## src/rtl/dsniff_pkg.sv

```systemverilog
// Shared types and constants for the transfer snoop checksum unit.
// Assumes a 32-bit data path and 4-bit channel identifiers.
package dsniff_pkg;
    localparam int DW  = 32;
    localparam int CHW = 4;

    typedef enum logic [3:0] {
        OP_CRC32   = 4'h0,
        OP_CRC32R  = 4'h1,
        OP_CRC16   = 4'h2,
        OP_CRC16R  = 4'h3,
        OP_PARITY  = 4'hE,
        OP_SUM     = 4'hF
    } sniff_op_e;

    typedef enum logic [1:0] {
        ACC_PLAIN = 2'd0,
        ACC_XOR   = 2'd1,
        ACC_SET   = 2'd2,
        ACC_CLR   = 2'd3
    } acc_kind_e;

    typedef struct packed {
        logic             inv;
        logic             rev;
        logic [3:0]       op;
        logic [CHW-1:0]   chan;
        logic             en;
    } sniff_cfg_t;

    localparam logic [31:0] POLY32  = 32'h04C11DB7;
    localparam logic [31:0] POLY32R = 32'hEDB88320;
    localparam logic [15:0] POLY16  = 16'h1021;
    localparam logic [15:0] POLY16R = 16'h8408;
endpackage

```

## src/rtl/dsniff_bitrev.sv

```systemverilog
// Mirrors the bit order of a W-bit vector. Purely combinational.
module dsniff_bitrev #(
    parameter int W = 32
) (
    input  logic [W-1:0] din,
    output logic [W-1:0] dout
);
    // one wire per bit, mirrored position
    for (genvar i = 0; i < W; i++) begin : g_mirror
        assign dout[i] = din[W-1-i];
    end
endmodule

```

## src/rtl/dsniff_engine.sv

```systemverilog
// Computes the next accumulator value for one data word under the
// selected operation. Combinational. Assumes DW is 32; upd_ok is low
// for op codes without a defined rule.
module dsniff_engine
    import dsniff_pkg::*;
#(
    parameter int W = DW
) (
    input  logic [3:0]   op,
    input  logic [W-1:0] acc,
    input  logic [W-1:0] data,
    output logic [W-1:0] nxt,
    output logic         upd_ok
);
    localparam int HW = W / 2;

    logic [W-1:0]  c32;
    logic [HW-1:0] c16;
    logic          fb;

    // folds the word according to the op code
    always_comb begin
        nxt    = acc;
        upd_ok = 1'b1;
        c32    = acc;
        c16    = acc[HW-1:0];
        fb     = 1'b0;
        case (op)
            OP_CRC32: begin
                for (int i = W-1; i >= 0; i--) begin
                    fb  = c32[W-1] ^ data[i];
                    c32 = {c32[W-2:0], 1'b0} ^ (fb ? POLY32 : '0);
                end
                nxt = c32;
            end
            OP_CRC32R: begin
                for (int i = 0; i < W; i++) begin
                    fb  = c32[0] ^ data[i];
                    c32 = {1'b0, c32[W-1:1]} ^ (fb ? POLY32R : '0);
                end
                nxt = c32;
            end
            OP_CRC16: begin
                for (int i = W-1; i >= 0; i--) begin
                    fb  = c16[HW-1] ^ data[i];
                    c16 = {c16[HW-2:0], 1'b0} ^ (fb ? POLY16 : '0);
                end
                nxt = {{HW{1'b0}}, c16};
            end
            OP_CRC16R: begin
                for (int i = 0; i < W; i++) begin
                    fb  = c16[0] ^ data[i];
                    c16 = {1'b0, c16[HW-1:1]} ^ (fb ? POLY16R : '0);
                end
                nxt = {{HW{1'b0}}, c16};
            end
            OP_PARITY: nxt = {{(W-1){1'b0}}, acc[0] ^ (^data)};
            OP_SUM:    nxt = acc + data;
            default:   upd_ok = 1'b0;
        endcase
    end
endmodule

```

## src/rtl/dsniff_regs.sv

```systemverilog
// Holds the control register and the accumulator. Register writes to
// the accumulator take priority over a same-cycle transfer update.
// Assumes byte addresses with alias selection in bits 13:12.
module dsniff_regs
    import dsniff_pkg::*;
#(
    parameter int AW = 14,
    parameter int W  = DW
) (
    input  logic          clk,
    input  logic          rst_n,
    input  logic          reg_wr,
    input  logic [AW-1:0] reg_addr,
    input  logic [W-1:0]  reg_wdata,
    input  logic          hit,
    input  logic          upd_ok,
    input  logic [W-1:0]  eng_nxt,
    output sniff_cfg_t    cfg_q,
    output logic [W-1:0]  res_q
);
    localparam int          ALIAS_LSB = 12;
    localparam logic [11:0] CTRL_OFS  = 12'h000;
    localparam logic [11:0] RES_OFS   = 12'h004;

    acc_kind_e  kind;
    logic       ctrl_sel, res_sel;
    logic [W-1:0] wr_val;

    // address decode of the register port
    always_comb begin
        kind     = acc_kind_e'(reg_addr[ALIAS_LSB+1:ALIAS_LSB]);
        ctrl_sel = reg_wr && (reg_addr[11:0] == CTRL_OFS) && (kind == ACC_PLAIN);
        res_sel  = reg_wr && (reg_addr[11:0] == RES_OFS);
    end

    // value produced by a write through one of the accumulator aliases
    always_comb begin
        case (kind)
            ACC_XOR: wr_val = res_q ^ reg_wdata;
            ACC_SET: wr_val = res_q | reg_wdata;
            ACC_CLR: wr_val = res_q & ~reg_wdata;
            default: wr_val = reg_wdata;
        endcase
    end

    // control register storage
    always_ff @(posedge clk) begin
        if (!rst_n)
            cfg_q <= '0;
        else if (ctrl_sel)
            cfg_q <= '{inv:  reg_wdata[11], rev: reg_wdata[10],
                       op:   reg_wdata[8:5], chan: reg_wdata[4:1],
                       en:   reg_wdata[0]};
    end

    // accumulator storage, register write beats transfer update
    always_ff @(posedge clk) begin
        if (!rst_n)
            res_q <= '0;
        else if (res_sel)
            res_q <= wr_val;
        else if (hit && upd_ok)
            res_q <= eng_nxt;
    end
endmodule

```

## src/rtl/dsniff_top.sv

```systemverilog
// Transfer snoop checksum unit: qualifies snooped DMA words, folds
// them into an accumulator and serves a register read/write port.
// Assumes one snooped word per cycle at most.
module dsniff_top
    import dsniff_pkg::*;
#(
    parameter int AW = 14
) (
    input  logic          clk,
    input  logic          rst_n,
    input  logic          reg_wr,
    input  logic [AW-1:0] reg_addr,
    input  logic [31:0]   reg_wdata,
    output logic [31:0]   reg_rdata,
    input  logic          xfer_valid,
    input  logic [3:0]    xfer_chan,
    input  logic          xfer_snoop_en,
    input  logic [31:0]   xfer_data
);
    sniff_cfg_t  cfg_q;
    logic [31:0] res_q, eng_nxt, res_rev, res_view;
    logic        upd_ok, hit;

    // transfer qualification against the selected channel
    always_comb hit = xfer_valid && xfer_snoop_en && cfg_q.en && (xfer_chan == cfg_q.chan);

    dsniff_engine #(.W(32)) u_engine (
        .op     (cfg_q.op),
        .acc    (res_q),
        .data   (xfer_data),
        .nxt    (eng_nxt),
        .upd_ok (upd_ok)
    );

    dsniff_regs #(.AW(AW), .W(32)) u_regs (
        .clk       (clk),
        .rst_n     (rst_n),
        .reg_wr    (reg_wr),
        .reg_addr  (reg_addr),
        .reg_wdata (reg_wdata),
        .hit       (hit),
        .upd_ok    (upd_ok),
        .eng_nxt   (eng_nxt),
        .cfg_q     (cfg_q),
        .res_q     (res_q)
    );

    dsniff_bitrev #(.W(32)) u_rev (
        .din  (res_q),
        .dout (res_rev)
    );

    // read view: optional mirror, then optional invert
    always_comb begin
        res_view = cfg_q.rev ? res_rev : res_q;
        if (cfg_q.inv) res_view = ~res_view;
    end

    // read data mux by offset within the window
    always_comb begin
        case (reg_addr[11:0])
            12'h000: reg_rdata = {20'h0, cfg_q.inv, cfg_q.rev, 1'b0, cfg_q.op, cfg_q.chan, cfg_q.en};
            12'h004: reg_rdata = res_view;
            default: reg_rdata = 32'h0;
        endcase
    end
endmodule

```

## config.mk

```make
export PLATFORM = sky130hd
export DESIGN_NAME = dsniff_top
export DESIGN_NICKNAME = d
export VERILOG_FILES = /design/src/rtl/dsniff_pkg.sv /design/src/rtl/dsniff_bitrev.sv /design/src/rtl/dsniff_engine.sv /design/src/rtl/dsniff_regs.sv /design/src/rtl/dsniff_top.sv
export SDC_FILE = /design/constraint.sdc
export NUM_CORES = 1
export LEC_CHECK = 0
export CAP_MARGIN = 20
export CORE_ASPECT_RATIO = 1.25
export CORE_MARGIN = 1
export CORE_UTILIZATION = 60
export CTS_CLUSTER_SIZE = 14
export DETAILED_ROUTE_END_ITERATION = 10
export DONT_BUFFER_PORTS = 1
export GPL_TIMING_DRIVEN = 0
export PLACE_DENSITY_LB_ADDON = 0.15
export SYNTH_ARGS = -nofsm -noshare
export SYNTH_HDL_FRONTEND = slang
export SYNTH_SLANG_ARGS = --single-unit
```

## constraint.sdc

```tcl
create_clock -name clk -period 4.9 [get_ports clk]
set_input_delay 0.245 -clock clk [delete_from_list [all_inputs] [get_ports clk]]
set_output_delay 0.245 -clock clk [all_outputs]
set_load 0.02 [all_outputs]
```

==> run metrics <==
worst r2r dst=u_regs.res_q[5]$_SDFFE_PN0P_; GP Congestion=1.04; Synth Area in Adders=0.0877; first-pass iteration count of the detailed router=5; Fin. Hold Viols=0; Antenna Nets Post-Route=0; Core Area=24000 um2; DIE HEIGHT=177 um; Critical Path Start Type=flip-flop; Slew @ Worst Pin=1150 ps; CTS tree=done; hold depth=2; Slew Viols, Final=0; Final WS setup=-24.8 ps; IO Count=119; Clock Skew=8.38 ps; min Tclk post-route=4920 ps; Post-Synth Simple-Gate Area=0.0577; Vias/cell=6.27; Max Clock Freq=203 MHz; cell area after synthesis=14800 um2; Critical Setup Path Class=flip-flop to flip-flop; Clock Sinks=43; main combinational cell family by area after synthesis=XOR/XNOR gates; Syn Area/Cell=9.21 um2; Layout Nets=1821; Cell Count, Final, Fillers Out=1957; R2R Setup Slk=-20 ps; Yosys cell types=63; Worst R2R Path Depth=13; Clock Tree Root=clkbuf_16; Clock Latency Late Sink=300 ps; slew margin rel.=0.229; Layout area overhead=6.88%; status=finished with violations; initial antenna violation count=0; row cnt=63; DIE AREA=25300 um2; XOR/XNOR Fraction of Synth Area=0.571; Crit Reg-Reg Startpoint=u_regs.res_q[9]$_SDFFE_PN0P_; CP Data Arrival Time=5080 ps; Synth async-reset ratio=0; GR Overflow Total=0; fraction of layout instances using a drive strength above 1=0.123; Max Root-Sink Buffers=2; final worst-path cycle share=1.01; crit-path max FO=6; vias in the first global route=12.0k; CTS clk-pin slew, worst paths=60 ps; Vias=12.3k; CTS buffer count=5; Post-synth EDFFs=0; Crit. End Element=flip-flop; WP data required=5060 ps; Max Cap Viol=0; Seq cells post-synth=43; n_diodes=0; largest net degree at the start of global routing=14; H-tree levels=2; top_reg_cell synth=dfxtp_1; Warnings, synthesis=0; pre-CTS setup slack=-435 ps; syn_nets=1795; WL/cell=28.9 um; Hold WS=126 ps; critical path startpoint=u_regs.res_q[9]$_SDFFE_PN0P_; placed insts=1930; failing checks=negative setup slack; first-pass GRT wire length=80300 um; Final Setup Violations=1; DPL Wire Length=46300 um; Worst Setup EP=u_regs.res_q[5]$_SDFFE_PN0P_; Initial Utilization=0.617; DRT iter0 DRCs=888; Tot GR Track Use=0.450; Die W=142 um; sequential cell area fraction in the yosys report=0.0582; cts hold-fix bufs=0; DRC errors left=0; drt total wl=56600 um; mux cell area share after synthesis=0.0697; Synth Area in Compound Gates=0.105; HP Class=input pin to flip-flop; Port Buffers=0; Post-Syn Instances=1605
per-stage QoR:
stage	utilization	setup TNS, ps	cell area, um2
after floorplan	-	0	14800
after CTS	0.646	-100	15500
after global placement	0.634	-4680	15200
final	0.659	-24.8	15800
after detailed placement	0.634	-5620	15200
after global routing	0.659	-49.3	15800
flip-flops by register name (all words and copies together) (netlist names):
register	flops
u_regs.res_q	32
u_regs.cfg_q	11
layer usage:
metal  share of wire  vias up  global-route usage
li1                -     5431                   -
met1            0.36     5933               0.515
met2            0.46      693               0.739
met3           0.087      223              0.0812
met4           0.093        0               0.355
met5               0        -                   0
critical path: stages (launching register included):
cell and delay (ps):
dfxtp_1 350, buf_2 270, xor2_2 600, xnor2_1 260, xnor3_2 580, xnor3_2 540, xnor3_2 540, xor2_4 210
xnor2_1 330, xor2_1 200, xor2_1 310, o221ai_1 160, a21oi_1 330, nor3_1 70
layout make-up:
cell class / instances / area (um2)
sequential: 43 / 878
multi-input combinational: 1377 / 13500
inverter: 103 / 387
fill: 2052 / 8160
clock buffer: 6 / 129
buffer: 82 / 362
clock inverter: 2 / 12.5
timing repair buffer: 19 / 140
tap: 325 / 407
cells in the final DEF (no fill, tap or decap), types with 17 or more instances in the layout:
cell type,instances
xnor2_1,481
xor2_1,142
inv_1,102
ha_1,102
nor2_1,89
a21oi_1,79
clkbuf_1,49
nand2_1,42
mux2i_1,40
o21ai_0,36
xnor2_2,35
dfxtp_1,35
xnor3_1,32
mux4_2,28
nand3_1,25
buf_4,25
o221ai_1,25
xnor3_2,21
xnor2_4,20
buf_2,17
cell families after synthesis:
family	count (synthesis)
multiplexers	68
adder cells (fa/ha/maj)	103
flip-flops	43
AO/OA/AOI/OAI	239
AND/OR/NAND/NOR	195
buffers and inverters	185
XOR/XNOR	772
Yosys cell counts (5+ instances only):
cell type	count	area share
nand2_1	42	0.011
o211ai_1	16	0.0081
a21oi_1	79	0.027
xor2_4	7	0.013
xnor2_4	12	0.022
nor2_1	89	0.023
nand3_1	25	0.0085
nor3_1	16	0.0054
xnor2_1	493	0.29
ha_1	102	0.086
xnor2_2	31	0.034
xnor3_2	15	0.024
inv_1	102	0.026
xnor3_1	38	0.058
o21a_1	5	0.0025
buf_2	16	0.0054
buf_1	10	0.0025
o21ai_0	36	0.012
xor2_2	12	0.013
a221oi_1	12	0.0071
a21o_1	14	0.0071
buf_4	7	0.0036
xor3_1	12	0.019
mux4_2	28	0.043
mux2i_1	40	0.027
dfxtp_1	43	0.058
xor2_1	148	0.088
a211oi_1	10	0.0051
o221ai_1	25	0.015
o31ai_1	8	0.0041
a31oi_1	6	0.0025
clkbuf_1	48	0.012
what timing repair did:
item | CTS | global route
setup buffers | 3 | 15
pin swaps | 1 | 6
setup endpoints to repair | 25 | 22
resized for setup | 26 | 29
worst min-delay path by stage:
| stage | startpoint | to | slack, ps |
|---|---|---|---|
| after floorplan | rst_n | u_regs.res_q[11]$_SDFFE_PN0P_ | 390 |
| after global placement | rst_n | u_regs.res_q[11]$_SDFFE_PN0P_ | 440 |
| after detailed placement | rst_n | u_regs.res_q[11]$_SDFFE_PN0P_ | 440 |
| after CTS | rst_n | u_regs.res_q[11]$_SDFFE_PN0P_ | 130 |
| after global routing | rst_n | u_regs.res_q[11]$_SDFFE_PN0P_ | 160 |
| final | rst_n | u_regs.res_q[11]$_SDFFE_PN0P_ | 130 |
Power is not shown: default switching activity piles up to over one toggle a cycle in this logic, so the estimate is an artifact.
